===== src/rtl/i2ctm_pkg.sv =====
package i2ctm_pkg;

   typedef enum logic [2:0] {
      VC_NONE       = 3'd0,
      VC_STA_HOLD   = 3'd1,
      VC_RSTA_SETUP = 3'd2,
      VC_STO_SETUP  = 3'd3,
      VC_DAT_SETUP  = 3'd4,
      VC_BUS_FREE   = 3'd5
   } viol_code_e;

   typedef struct packed {
      logic scl_rise;
      logic scl_fall;
      logic sda_chg;
      logic start;
      logic stop;
   } bus_evt_t;

   // round a nanosecond figure up to whole system clock cycles
   function automatic int ns_to_cycles(input int ns, input int clk_mhz);
      return (ns * clk_mhz + 999) / 1000;
   endfunction

   localparam int FM_CLK_MHZ  = 125;
   localparam int FM_HD_STA   = ns_to_cycles(600,  FM_CLK_MHZ);
   localparam int FM_SU_STA   = ns_to_cycles(600,  FM_CLK_MHZ);
   localparam int FM_SU_STO   = ns_to_cycles(600,  FM_CLK_MHZ);
   localparam int FM_SU_DAT   = ns_to_cycles(100,  FM_CLK_MHZ);
   localparam int FM_BUS_FREE = ns_to_cycles(1300, FM_CLK_MHZ);

endpackage


===== src/rtl/i2ctm_deglitch.sv =====
module i2ctm_deglitch #(
   parameter int FILT_LEN = 3,
   parameter bit IDLE_LVL = 1'b1
) (
   input  logic clk,
   input  logic rst_n,
   input  logic raw,
   output logic clean
);
   logic sync1, sync2;

   always_ff @(posedge clk or negedge rst_n) begin
      if (!rst_n) begin
         sync1 <= IDLE_LVL;
         sync2 <= IDLE_LVL;
      end else begin
         sync1 <= raw;
         sync2 <= sync1;
      end
   end

   generate
      if (FILT_LEN == 0) begin : g_bypass
         always_ff @(posedge clk or negedge rst_n) begin
            if (!rst_n) clean <= IDLE_LVL;
            else        clean <= sync2;
         end
      end else begin : g_filter
         localparam int RUN_W = $clog2(FILT_LEN + 1);
         logic [RUN_W-1:0] run;
         always_ff @(posedge clk or negedge rst_n) begin
            if (!rst_n) begin
               run   <= '0;
               clean <= IDLE_LVL;
            end else if (sync2 == clean) begin
               run <= '0;
            end else if (run == RUN_W'(FILT_LEN - 1)) begin
               clean <= sync2;
               run   <= '0;
            end else begin
               run <= run + 1'b1;
            end
         end
      end
   endgenerate
endmodule


===== src/rtl/i2ctm_edge_events.sv =====
module i2ctm_edge_events
   import i2ctm_pkg::*;
(
   input  logic     clk,
   input  logic     rst_n,
   input  logic     scl_f,
   input  logic     sda_f,
   output bus_evt_t evt
);
   logic scl_q, sda_q;

   always_ff @(posedge clk or negedge rst_n) begin
      if (!rst_n) begin
         scl_q <= 1'b1;
         sda_q <= 1'b1;
      end else begin
         scl_q <= scl_f;
         sda_q <= sda_f;
      end
   end

   always_comb begin
      evt.scl_rise = scl_f & ~scl_q;
      evt.scl_fall = ~scl_f & scl_q;
      evt.sda_chg  = sda_f ^ sda_q;
      // a condition needs the clock line high both before and after the data edge
      evt.start    = sda_q & ~sda_f & scl_q & scl_f;
      evt.stop     = ~sda_q & sda_f & scl_q & scl_f;
   end
endmodule


===== src/rtl/i2ctm_age_counter.sv =====
module i2ctm_age_counter #(
   parameter int W = 12
) (
   input  logic         clk,
   input  logic         rst_n,
   input  logic         clear,
   output logic [W-1:0] age
);
   localparam logic [W-1:0] AGE_MAX = '1;

   // reads k in the k-th cycle after the clearing event; saturates
   always_ff @(posedge clk or negedge rst_n) begin
      if (!rst_n)              age <= AGE_MAX;
      else if (clear)          age <= W'(1);
      else if (age != AGE_MAX) age <= age + 1'b1;
   end
endmodule


===== src/rtl/i2c_timing_mon.sv =====
module i2c_timing_mon
   import i2ctm_pkg::*;
#(
   parameter int CNT_W     = 12,
   parameter int FILT_LEN  = 3,
   parameter int DATA_BITS = 8
) (
   input  logic             clk,
   input  logic             rst_n,
   input  logic             scl_in,
   input  logic             sda_in,
   input  logic [CNT_W-1:0] min_hd_sta,
   input  logic [CNT_W-1:0] min_su_sta,
   input  logic [CNT_W-1:0] min_su_sto,
   input  logic [CNT_W-1:0] min_su_dat,
   input  logic [CNT_W-1:0] min_bus_free,
   output logic             start_pulse,
   output logic             restart_pulse,
   output logic             stop_pulse,
   output logic             ack_pulse,
   output logic             viol_pulse,
   output logic [2:0]       viol_code
);
   localparam int N_LINE = 2;
   localparam int LN_SCL = 0;
   localparam int LN_SDA = 1;
   localparam int N_AGE  = 4;
   localparam int AG_RISE = 0;
   localparam int AG_SDA  = 1;
   localparam int AG_STA  = 2;
   localparam int AG_STO  = 3;
   localparam int BC_W    = $clog2(DATA_BITS + 1);

   generate
      if (CNT_W < 4 || CNT_W > 24) begin : g_bad_cnt_w
         $error("CNT_W must lie in 4..24");
      end
      if (FILT_LEN < 0 || FILT_LEN > 64) begin : g_bad_filt
         $error("FILT_LEN must lie in 0..64");
      end
      if (DATA_BITS < 1 || DATA_BITS > 32) begin : g_bad_bits
         $error("DATA_BITS must lie in 1..32");
      end
   endgenerate

   // ---------------- line conditioning ----------------
   logic [N_LINE-1:0] raw_lines, clean_lines;
   assign raw_lines[LN_SCL] = scl_in;
   assign raw_lines[LN_SDA] = sda_in;

   generate
      for (genvar l = 0; l < N_LINE; l++) begin : g_line
         i2ctm_deglitch #(.FILT_LEN(FILT_LEN), .IDLE_LVL(1'b1)) u_dg (
            .clk   (clk),
            .rst_n (rst_n),
            .raw   (raw_lines[l]),
            .clean (clean_lines[l])
         );
      end
   endgenerate

   bus_evt_t ev;
   i2ctm_edge_events u_evt (
      .clk   (clk),
      .rst_n (rst_n),
      .scl_f (clean_lines[LN_SCL]),
      .sda_f (clean_lines[LN_SDA]),
      .evt   (ev)
   );

   // ---------------- event ages ----------------
   logic [N_AGE-1:0] age_clr;
   logic [CNT_W-1:0] age [N_AGE];

   assign age_clr[AG_RISE] = ev.scl_rise;
   assign age_clr[AG_SDA]  = ev.sda_chg;
   assign age_clr[AG_STA]  = ev.start;
   assign age_clr[AG_STO]  = ev.stop;

   generate
      for (genvar g = 0; g < N_AGE; g++) begin : g_age
         i2ctm_age_counter #(.W(CNT_W)) u_age (
            .clk   (clk),
            .rst_n (rst_n),
            .clear (age_clr[g]),
            .age   (age[g])
         );
      end
   endgenerate

   // ---------------- bus state ----------------
   logic            busy_q;
   logic            stop_seen_q;
   logic            hold_pend_q;
   logic [BC_W-1:0] bit_cnt_q;
   logic            ack_now;

   assign ack_now = ev.scl_rise & busy_q & (bit_cnt_q == BC_W'(DATA_BITS));

   always_ff @(posedge clk or negedge rst_n) begin
      if (!rst_n) begin
         busy_q      <= 1'b0;
         stop_seen_q <= 1'b0;
         hold_pend_q <= 1'b0;
         bit_cnt_q   <= '0;
      end else if (ev.start) begin
         busy_q      <= 1'b1;
         hold_pend_q <= 1'b1;
         bit_cnt_q   <= '0;
      end else if (ev.stop) begin
         busy_q      <= 1'b0;
         stop_seen_q <= 1'b1;
         hold_pend_q <= 1'b0;
         bit_cnt_q   <= '0;
      end else begin
         if (ev.scl_fall) hold_pend_q <= 1'b0;
         if (ev.scl_rise && busy_q) begin
            if (ack_now) bit_cnt_q <= '0;
            else         bit_cnt_q <= bit_cnt_q + 1'b1;
         end
      end
   end

   // ---------------- interval checks ----------------
   viol_code_e       cur_code;
   logic [CNT_W-1:0] dat_age;

   // a data change in the very cycle of the clock rise leaves zero setup
   assign dat_age = ev.sda_chg ? '0 : age[AG_SDA];

   always_comb begin
      cur_code = VC_NONE;
      if (ev.start) begin
         if (busy_q) begin
            if (age[AG_RISE] < min_su_sta) cur_code = VC_RSTA_SETUP;
         end else if (stop_seen_q && (age[AG_STO] < min_bus_free)) begin
            cur_code = VC_BUS_FREE;
         end
      end else if (ev.stop) begin
         if (age[AG_RISE] < min_su_sto) cur_code = VC_STO_SETUP;
      end else if (ev.scl_fall && hold_pend_q) begin
         if (age[AG_STA] < min_hd_sta) cur_code = VC_STA_HOLD;
      end else if (ev.scl_rise && busy_q) begin
         if (dat_age < min_su_dat) cur_code = VC_DAT_SETUP;
      end
   end

   // ---------------- registered outputs ----------------
   always_ff @(posedge clk or negedge rst_n) begin
      if (!rst_n) begin
         start_pulse   <= 1'b0;
         restart_pulse <= 1'b0;
         stop_pulse    <= 1'b0;
         ack_pulse     <= 1'b0;
         viol_pulse    <= 1'b0;
         viol_code     <= 3'd0;
      end else begin
         start_pulse   <= ev.start;
         restart_pulse <= ev.start & busy_q;
         stop_pulse    <= ev.stop;
         ack_pulse     <= ack_now;
         viol_pulse    <= (cur_code != VC_NONE);
         viol_code     <= cur_code;
      end
   end
endmodule


===== config.mk =====
export PLATFORM = sky130hd
export DESIGN_NAME = i2c_timing_mon
export DESIGN_NICKNAME = d
export VERILOG_FILES = /design/src/rtl/i2ctm_pkg.sv /design/src/rtl/i2ctm_deglitch.sv /design/src/rtl/i2ctm_edge_events.sv /design/src/rtl/i2ctm_age_counter.sv /design/src/rtl/i2c_timing_mon.sv
export SDC_FILE = /design/constraint.sdc
export NUM_CORES = 1
export LEC_CHECK = 0
export ABC_AREA = 1
export BUFFER_PORTS_ARGS = -buffer_cell sky130_fd_sc_hd__buf_2
export CAP_MARGIN = 40
export CORE_MARGIN = 5
export CORE_UTILIZATION = 55
export DETAILED_ROUTE_END_ITERATION = 16
export GPL_TIMING_DRIVEN = 0
export HOLD_SLACK_MARGIN = 0.03
export PLACE_DENSITY = 0.76
export REMOVE_ABC_BUFFERS = 1
export SYNTH_ARGS = -nofsm -noshare
export SYNTH_HDL_FRONTEND = slang
export SYNTH_SLANG_ARGS = --single-unit

===== constraint.sdc =====
create_clock -name clk -period 5.7 [get_ports clk]
set_input_delay 1.14 -clock clk [delete_from_list [all_inputs] [get_ports clk]]
set_output_delay 1.14 -clock clk [all_outputs]
set_load 0.05 [all_outputs]

# After elaboration in Yosys (flattened, before gate mapping)
# Cells that the tools add are included.
dict set report word_totals {
  regBits 75
  elab_cells 110
  out_inout_bits 8
  inputBits 64
}
dict set report classes {
  n_addsub 7
  order_cmp 5
  n_eq_ne 9
  reduce_logical 14
  muxes 32
  bitwise 19
}
# cell n
set ops {}
lappend ops {{2-to-1 mux 12 bit} 9}
lappend ops {{less-than comparator 12 bit} 5}
lappend ops {{adder 12 x 1 -> 12 bit (second input constant)} 4}
lappend ops {{inequality test 12 bit (second input constant)} 4}
lappend ops {{2-to-1 mux 3 bit} 7}
lappend ops {{2-to-1 mux 4 bit} 4}
lappend ops {{2-to-1 mux 2 bit} 6}
lappend ops {{AND 1 bit} 11}
lappend ops {{nonzero test 2 bit} 5}
lappend ops {{nonzero test 3 bit} 3}
lappend ops {{NOT 1 bit} 7}
lappend ops {{2-to-1 mux 1 bit} 6}
lappend ops {{AND reduction 2 bit} 3}
lappend ops {{adder 2 x 1 -> 2 bit (second input constant)} 2}
lappend ops {{adder 4 x 1 -> 4 bit (second input constant)} 1}
lappend ops {{equality test 2 bit (second input constant)} 2}
lappend ops {{equality test 4 bit (second input constant)} 1}
lappend ops {{logical AND 1 bit} 3}
lappend ops {{equality test 1 bit} 2}
lappend ops {{bitwise XOR 1 bit} 1}

# Logic depth before layout (Yosys ltp)
dict set report depth {
  word_depth 9
  ltp_mapped 15
  depth_no_buf 14
}

# By module
# A second synthesis with hierarchy kept.
dict set report unflattened {
  hier_cells 777
  hier_area_um2 5570.3
}
# mod seq_area_each_um2 area_each_um2 cells_each n_inst
set by_module_without_submodules {}
lappend by_module_without_submodules {i2ctm_age_counter 315.3 713.2 93 4}
lappend by_module_without_submodules {i2c_timing_mon 375.4 2214.6 347 1}
lappend by_module_without_submodules {i2ctm_deglitch 128.9 190.2 21 2}
lappend by_module_without_submodules {i2ctm_edge_events 52.6 122.6 16 1}

# Worst setup path after synthesis
# OpenSTA, ideal clock, no wires.
dict set report synth_timing {
  path_type {register -> register}
  from {register g_line[1].u_dg.clean}
  to {register viol_pulse}
  setup_time_ps 125
  arrival_time_ps 2050
  period_less_slack_ps 2175
  slack_ps 3525
  t_required_ps 5575
  path_stages_with_launch 16
  path_buffers 1
  path_cell_list {dfstp_2 inv_1 ha_1 clkbuf_1 nand2_1 inv_1 ha_1 nand2_1 inv_1 nand3_1 nor3_1 nand2_1 nand3_1 nand2_1 inv_1 nand3_1}
}
dict set report synth_via {
  elab_chain_len 9
  elab_cells_between_ends 16
  cone_classes {1 x order compare; 6 x mux; 8 x bitwise; 1 x reduce/logical}
}
# element line
set synth_rtl {}
lappend synth_rtl {{start: declaration} i2ctm_deglitch.sv:8} ;# output logic clean
lappend synth_rtl {{start signal: assignment} i2ctm_deglitch.sv:38} ;# clean <= sync2;
lappend synth_rtl {{bitwise XOR 1 bit} i2ctm_edge_events.sv:25} ;# evt.sda_chg = sda_f ^ sda_q;
lappend synth_rtl {{2-to-1 mux 12 bit} i2c_timing_mon.sv:129} ;# assign dat_age = ev.sda_chg ? '0 : age[AG_SDA];
lappend synth_rtl {{less-than comparator 12 bit} i2c_timing_mon.sv:144} ;# if (dat_age < min_su_dat) cur_code = VC_DAT_SETUP;
lappend synth_rtl {{2-to-1 mux 3 bit} i2c_timing_mon.sv:144}
lappend synth_rtl {{2-to-1 mux 3 bit} i2c_timing_mon.sv:143} ;# end else if (ev.scl_rise && busy_q) begin
lappend synth_rtl {{2-to-1 mux 3 bit} i2c_timing_mon.sv:141} ;# end else if (ev.scl_fall && hold_pend_q) begin
lappend synth_rtl {{2-to-1 mux 3 bit} i2c_timing_mon.sv:139} ;# end else if (ev.stop) begin
lappend synth_rtl {{2-to-1 mux 3 bit (*)} i2c_timing_mon.sv:133} ;# if (ev.start) begin
lappend synth_rtl {{nonzero test 3 bit (*)} i2c_timing_mon.sv:162} ;# viol_pulse <= (cur_code != VC_NONE);
lappend synth_rtl {{end signal: assignment} i2c_timing_mon.sv:162}
lappend synth_rtl {{end: declaration} i2c_timing_mon.sv:21} ;# output logic viol_pulse,
# Mark *: on every way between the ends. The rest lies on a longest branch, timed or not.
# A chain may end at the register's enable or synchronous reset.

# Worst setup path in the final report
# Same ends and word-level chain as after synthesis.

==> summary.txt <==
Pwr dens: 350 nW/um^2
Root Driver: clkbuf_8
Relative slew slack: 57.6%
Residual DRC: 0
Count of pins over their slew limit: 0
Max Fclk: 385 MHz
RSZ-0062 raised after global routing: no
H-tree level count: 3
Largest net degree at the start of global routing: 50
Setup TNS Final: 0 ns
Hpwl dp: 8.50 mm
GRT Total Usage: 19.7%
Clock skew: 0.0109 ns
Hold_buf cts: 0
Startpoint types: flop
Mean Syn Cell Area: 7.56 um^2
CP arrival: 2.89 ns
Most frequent cell after synthesis: nand2_1
Outcome: complete, no violations
Delay-heaviest family, CP: adder cells
Routed vias: 4538
Num CTS Buffers: 9
CTS Sinks: 75
Worst skew pair latency: 0.35 ns
Vias per cell: 4.98
Filler instances: 830
Die area: 11700 um^2
Worst-case clock buffer depth: 2
DRT Pass-1 Iters: 4
Slew @ Worst Pin: 0.636 ns
1st-iter DRT viols: 158
Post-synth ARST share: 100%
Resized Gates After CTS: 0
Number of enable flip-flop cells after synthesis: 0
Wirelength per Cell: 11.7 um
Delay of the slowest cell on the worst path: 0.69 ns
MaxCap Viol Count: 0
Compound-Gate Fraction of Synth Area: 9.09%
Boundary pin count: 72
Min Tclk post-route: 2.60 ns
Area delta synth->final: 13.6%
Crit Path Max Fanout: 23
Peak VDD IR: 0.000218 V
Mux cell area share after synthesis: 0%
Routed wire length: 10.7 mm
Final setup vio count: 0
Crit-path most repeated cell: nand2_1
Post-Syn Instances: 699
Hold crit path type: flop to flop
Most used standard cells in the synthesized netlist: nand2_1 (167), inv_1 (142), ha_1 (63), dfstp_2 (56), nor2_1 (46)
Post-route insts no fill: 912
Vias in the first global route: 4395
Placed insts: 896
Initial antenna violation count: 0
Post-Synth Simple-Gate Area: 26.9%
Total grt overflow: 0
Design area: 6000 um^2
Post-synthesis sequential area ratio: 36.8%
Cell Area, Synth: 5290 um^2
GPL Wtd Cong: 0.888
Largest family of logic cells by synthesized area: simple AND/OR/NAND/NOR gates
Die Height: 108 um
Worst hold slack: 0.353 ns
Fin util: 64.6%
I/O Buffers: 71
Post-Synth Adder-Cell Area: 14.9%
Most common flop cell mapped by yosys: dfstp_2
Library cells used by synthesis: 38
Die Wd: 108 um
CTS tree: built
Global-route wire length before repair: 18.9 mm
Critical path cell sequence: inv_1, ha_1, nand2_1, inv_1, ha_1, nand2_1, inv_1, nand2_1, nand2_1, a21oi_1, nand3_1, nand2_1, inv_1, nand3_1
XOR/XNOR Fraction of Synth Area: 0.994%
Crit. End Element: flop
Critical-path top delay cell: ha_1
Diode count: 0
Starting Density: 56.9%
Crit path kind: flop to flop
FP Rows: 35
Placed instance area: 5820 um^2
Synth warn: 0
Final period util: 45.6%
ANT nets after route: 0
Share of layout cells above drive strength 1: 23.4%
Post-CTS setup buffers: 0
Seq cells post-synth: 75
Fin nets: 905
Cell leakage power: 3.39 nW
R2R Setup Slk: 3.10 ns
Core ar.: 9280 um^2
Synth area leaders: dfstp_2 (28%), ha_1 (15%), nand2_1 (12%), inv_1 (10%), dfrtp_1 (9.0%)
Clk slew on worst S/H paths: 0.09 ns
Worst EP required: 5.99 ns
Endpoints failing hold: 0
Area leader, netlist: dfstp_2
WP buf/inv: 4
Post-synth top area share: 27.8%
-- layout make-up --
class	count	area, um^2	area share (%)
clock buffer	11	131	2.19
clock inverter	5	55.1	0.917
inverter	154	581	9.67
multi-input combinational	466	2740	45.7
sequential	75	1950	32.4
tap	129	161	2.69
timing repair buffer	72	385	6.42
-- layer usage --
| layer | wire length (um) | global-route usage, % | vias up |
|---|---|---|---|
| met1 | 4920 | 25.3 | 2057 |
| met5 | 0 | 0 | - |
| met4 | 128 | 5.86 | 0 |
| li1 | - | - | 2375 |
| met2 | 5210 | 34.6 | 94 |
| met3 | 459 | 2.75 | 12 |
-- cells by family (layout without fill, tap and decap cells) --
group / after synthesis / in the layout
flops: 75 / 75
buf+inv: 158 / 242
simple gates: 309 / 309
fa+ha+maj: 63 / 63
xor+xnor: 6 / 6
compound gates: 88 / 88
-- power by group --
group	total, W	switching, W	internal [W]
Clock	0.000407	0.000205	0.000201
Sequential	0.000875	0.000140	0.000735
Combinational	0.000821	0.000530	0.000291
Total	0.00210	0.000876	0.00123
-- stage by stage --
stage / worst slack (ns) / power [W]
after floorplan: 3.53 / 0.00147
after detailed placement: 3.11 / 0.00171
after global routing: 2.81 / 0.00229
after CTS: 3.07 / 0.00212
after global placement: 3.04 / 0.00166
final: 3.10 / 0.00210
-- path summary, 6_finish.rpt --
| check | startpoint | to | cells after the start |
|---|---|---|---|
| setup / recovery | g_line[1].u_dg.clean | viol_pulse | 14 |
| hold / removal | g_line[1].u_dg.sync1 | g_line[1].u_dg.sync2 | 0 |
| setup reg to reg | g_line[1].u_dg.clean | viol_pulse | 14 |
| hold reg to reg | g_line[1].u_dg.sync1 | g_line[1].u_dg.sync2 | 0 |
| max in group asynchronous | rst_n | g_age[0].u_age.age[7] | 2 |
| min in group asynchronous | rst_n | stop_pulse | 1 |
-- worst reg2reg max path: stages (launching register included) --
cell,delay (ns)
dfstp_2,0.57
inv_1,0.06
ha_1,0.69
nand2_1,0.14
inv_1,0.09
ha_1,0.24
nand2_1,0.12
inv_1,0.05
nand2_1,0.06
nand2_1,0.06
a21oi_1,0.12
nand3_1,0.16
nand2_1,0.09
inv_1,0.04
nand3_1,0.05
-- registers in the layout, summed over array words and instances (netlist names) --
name and count:
u_evt.sda_q 1, ack_pulse 1, g_line.u_dg.sync1 2, stop_pulse 1, g_line.u_dg.sync2 2, busy_q 1
bit_cnt_q 4, hold_pend_q 1, u_evt.scl_q 1, restart_pulse 1, g_line.u_dg.g_filter.run 4, g_line.u_dg.clean 2
stop_seen_q 1, viol_code 3, start_pulse 1, viol_pulse 1, g_age.u_age.age 48
-- cell usage in the layout, fill, tap and decap left out, types with 7 or more instances in the layout --
| master | instances |
|---|---|
| nor2_1 | 46 |
| dfstp_2 | 56 |
| clkbuf_8 | 9 |
| buf_2 | 70 |
| o21ai_1 | 8 |
| ha_1 | 63 |
| a21oi_1 | 42 |
| nand2_1 | 167 |
| nor3_1 | 16 |
| inv_1 | 142 |
| dfrtp_1 | 19 |
| nand3_1 | 44 |
| inv_2 | 9 |
| a31oi_1 | 7 |
| o21ai_0 | 23 |
Power figures use the tool's default switching activity.
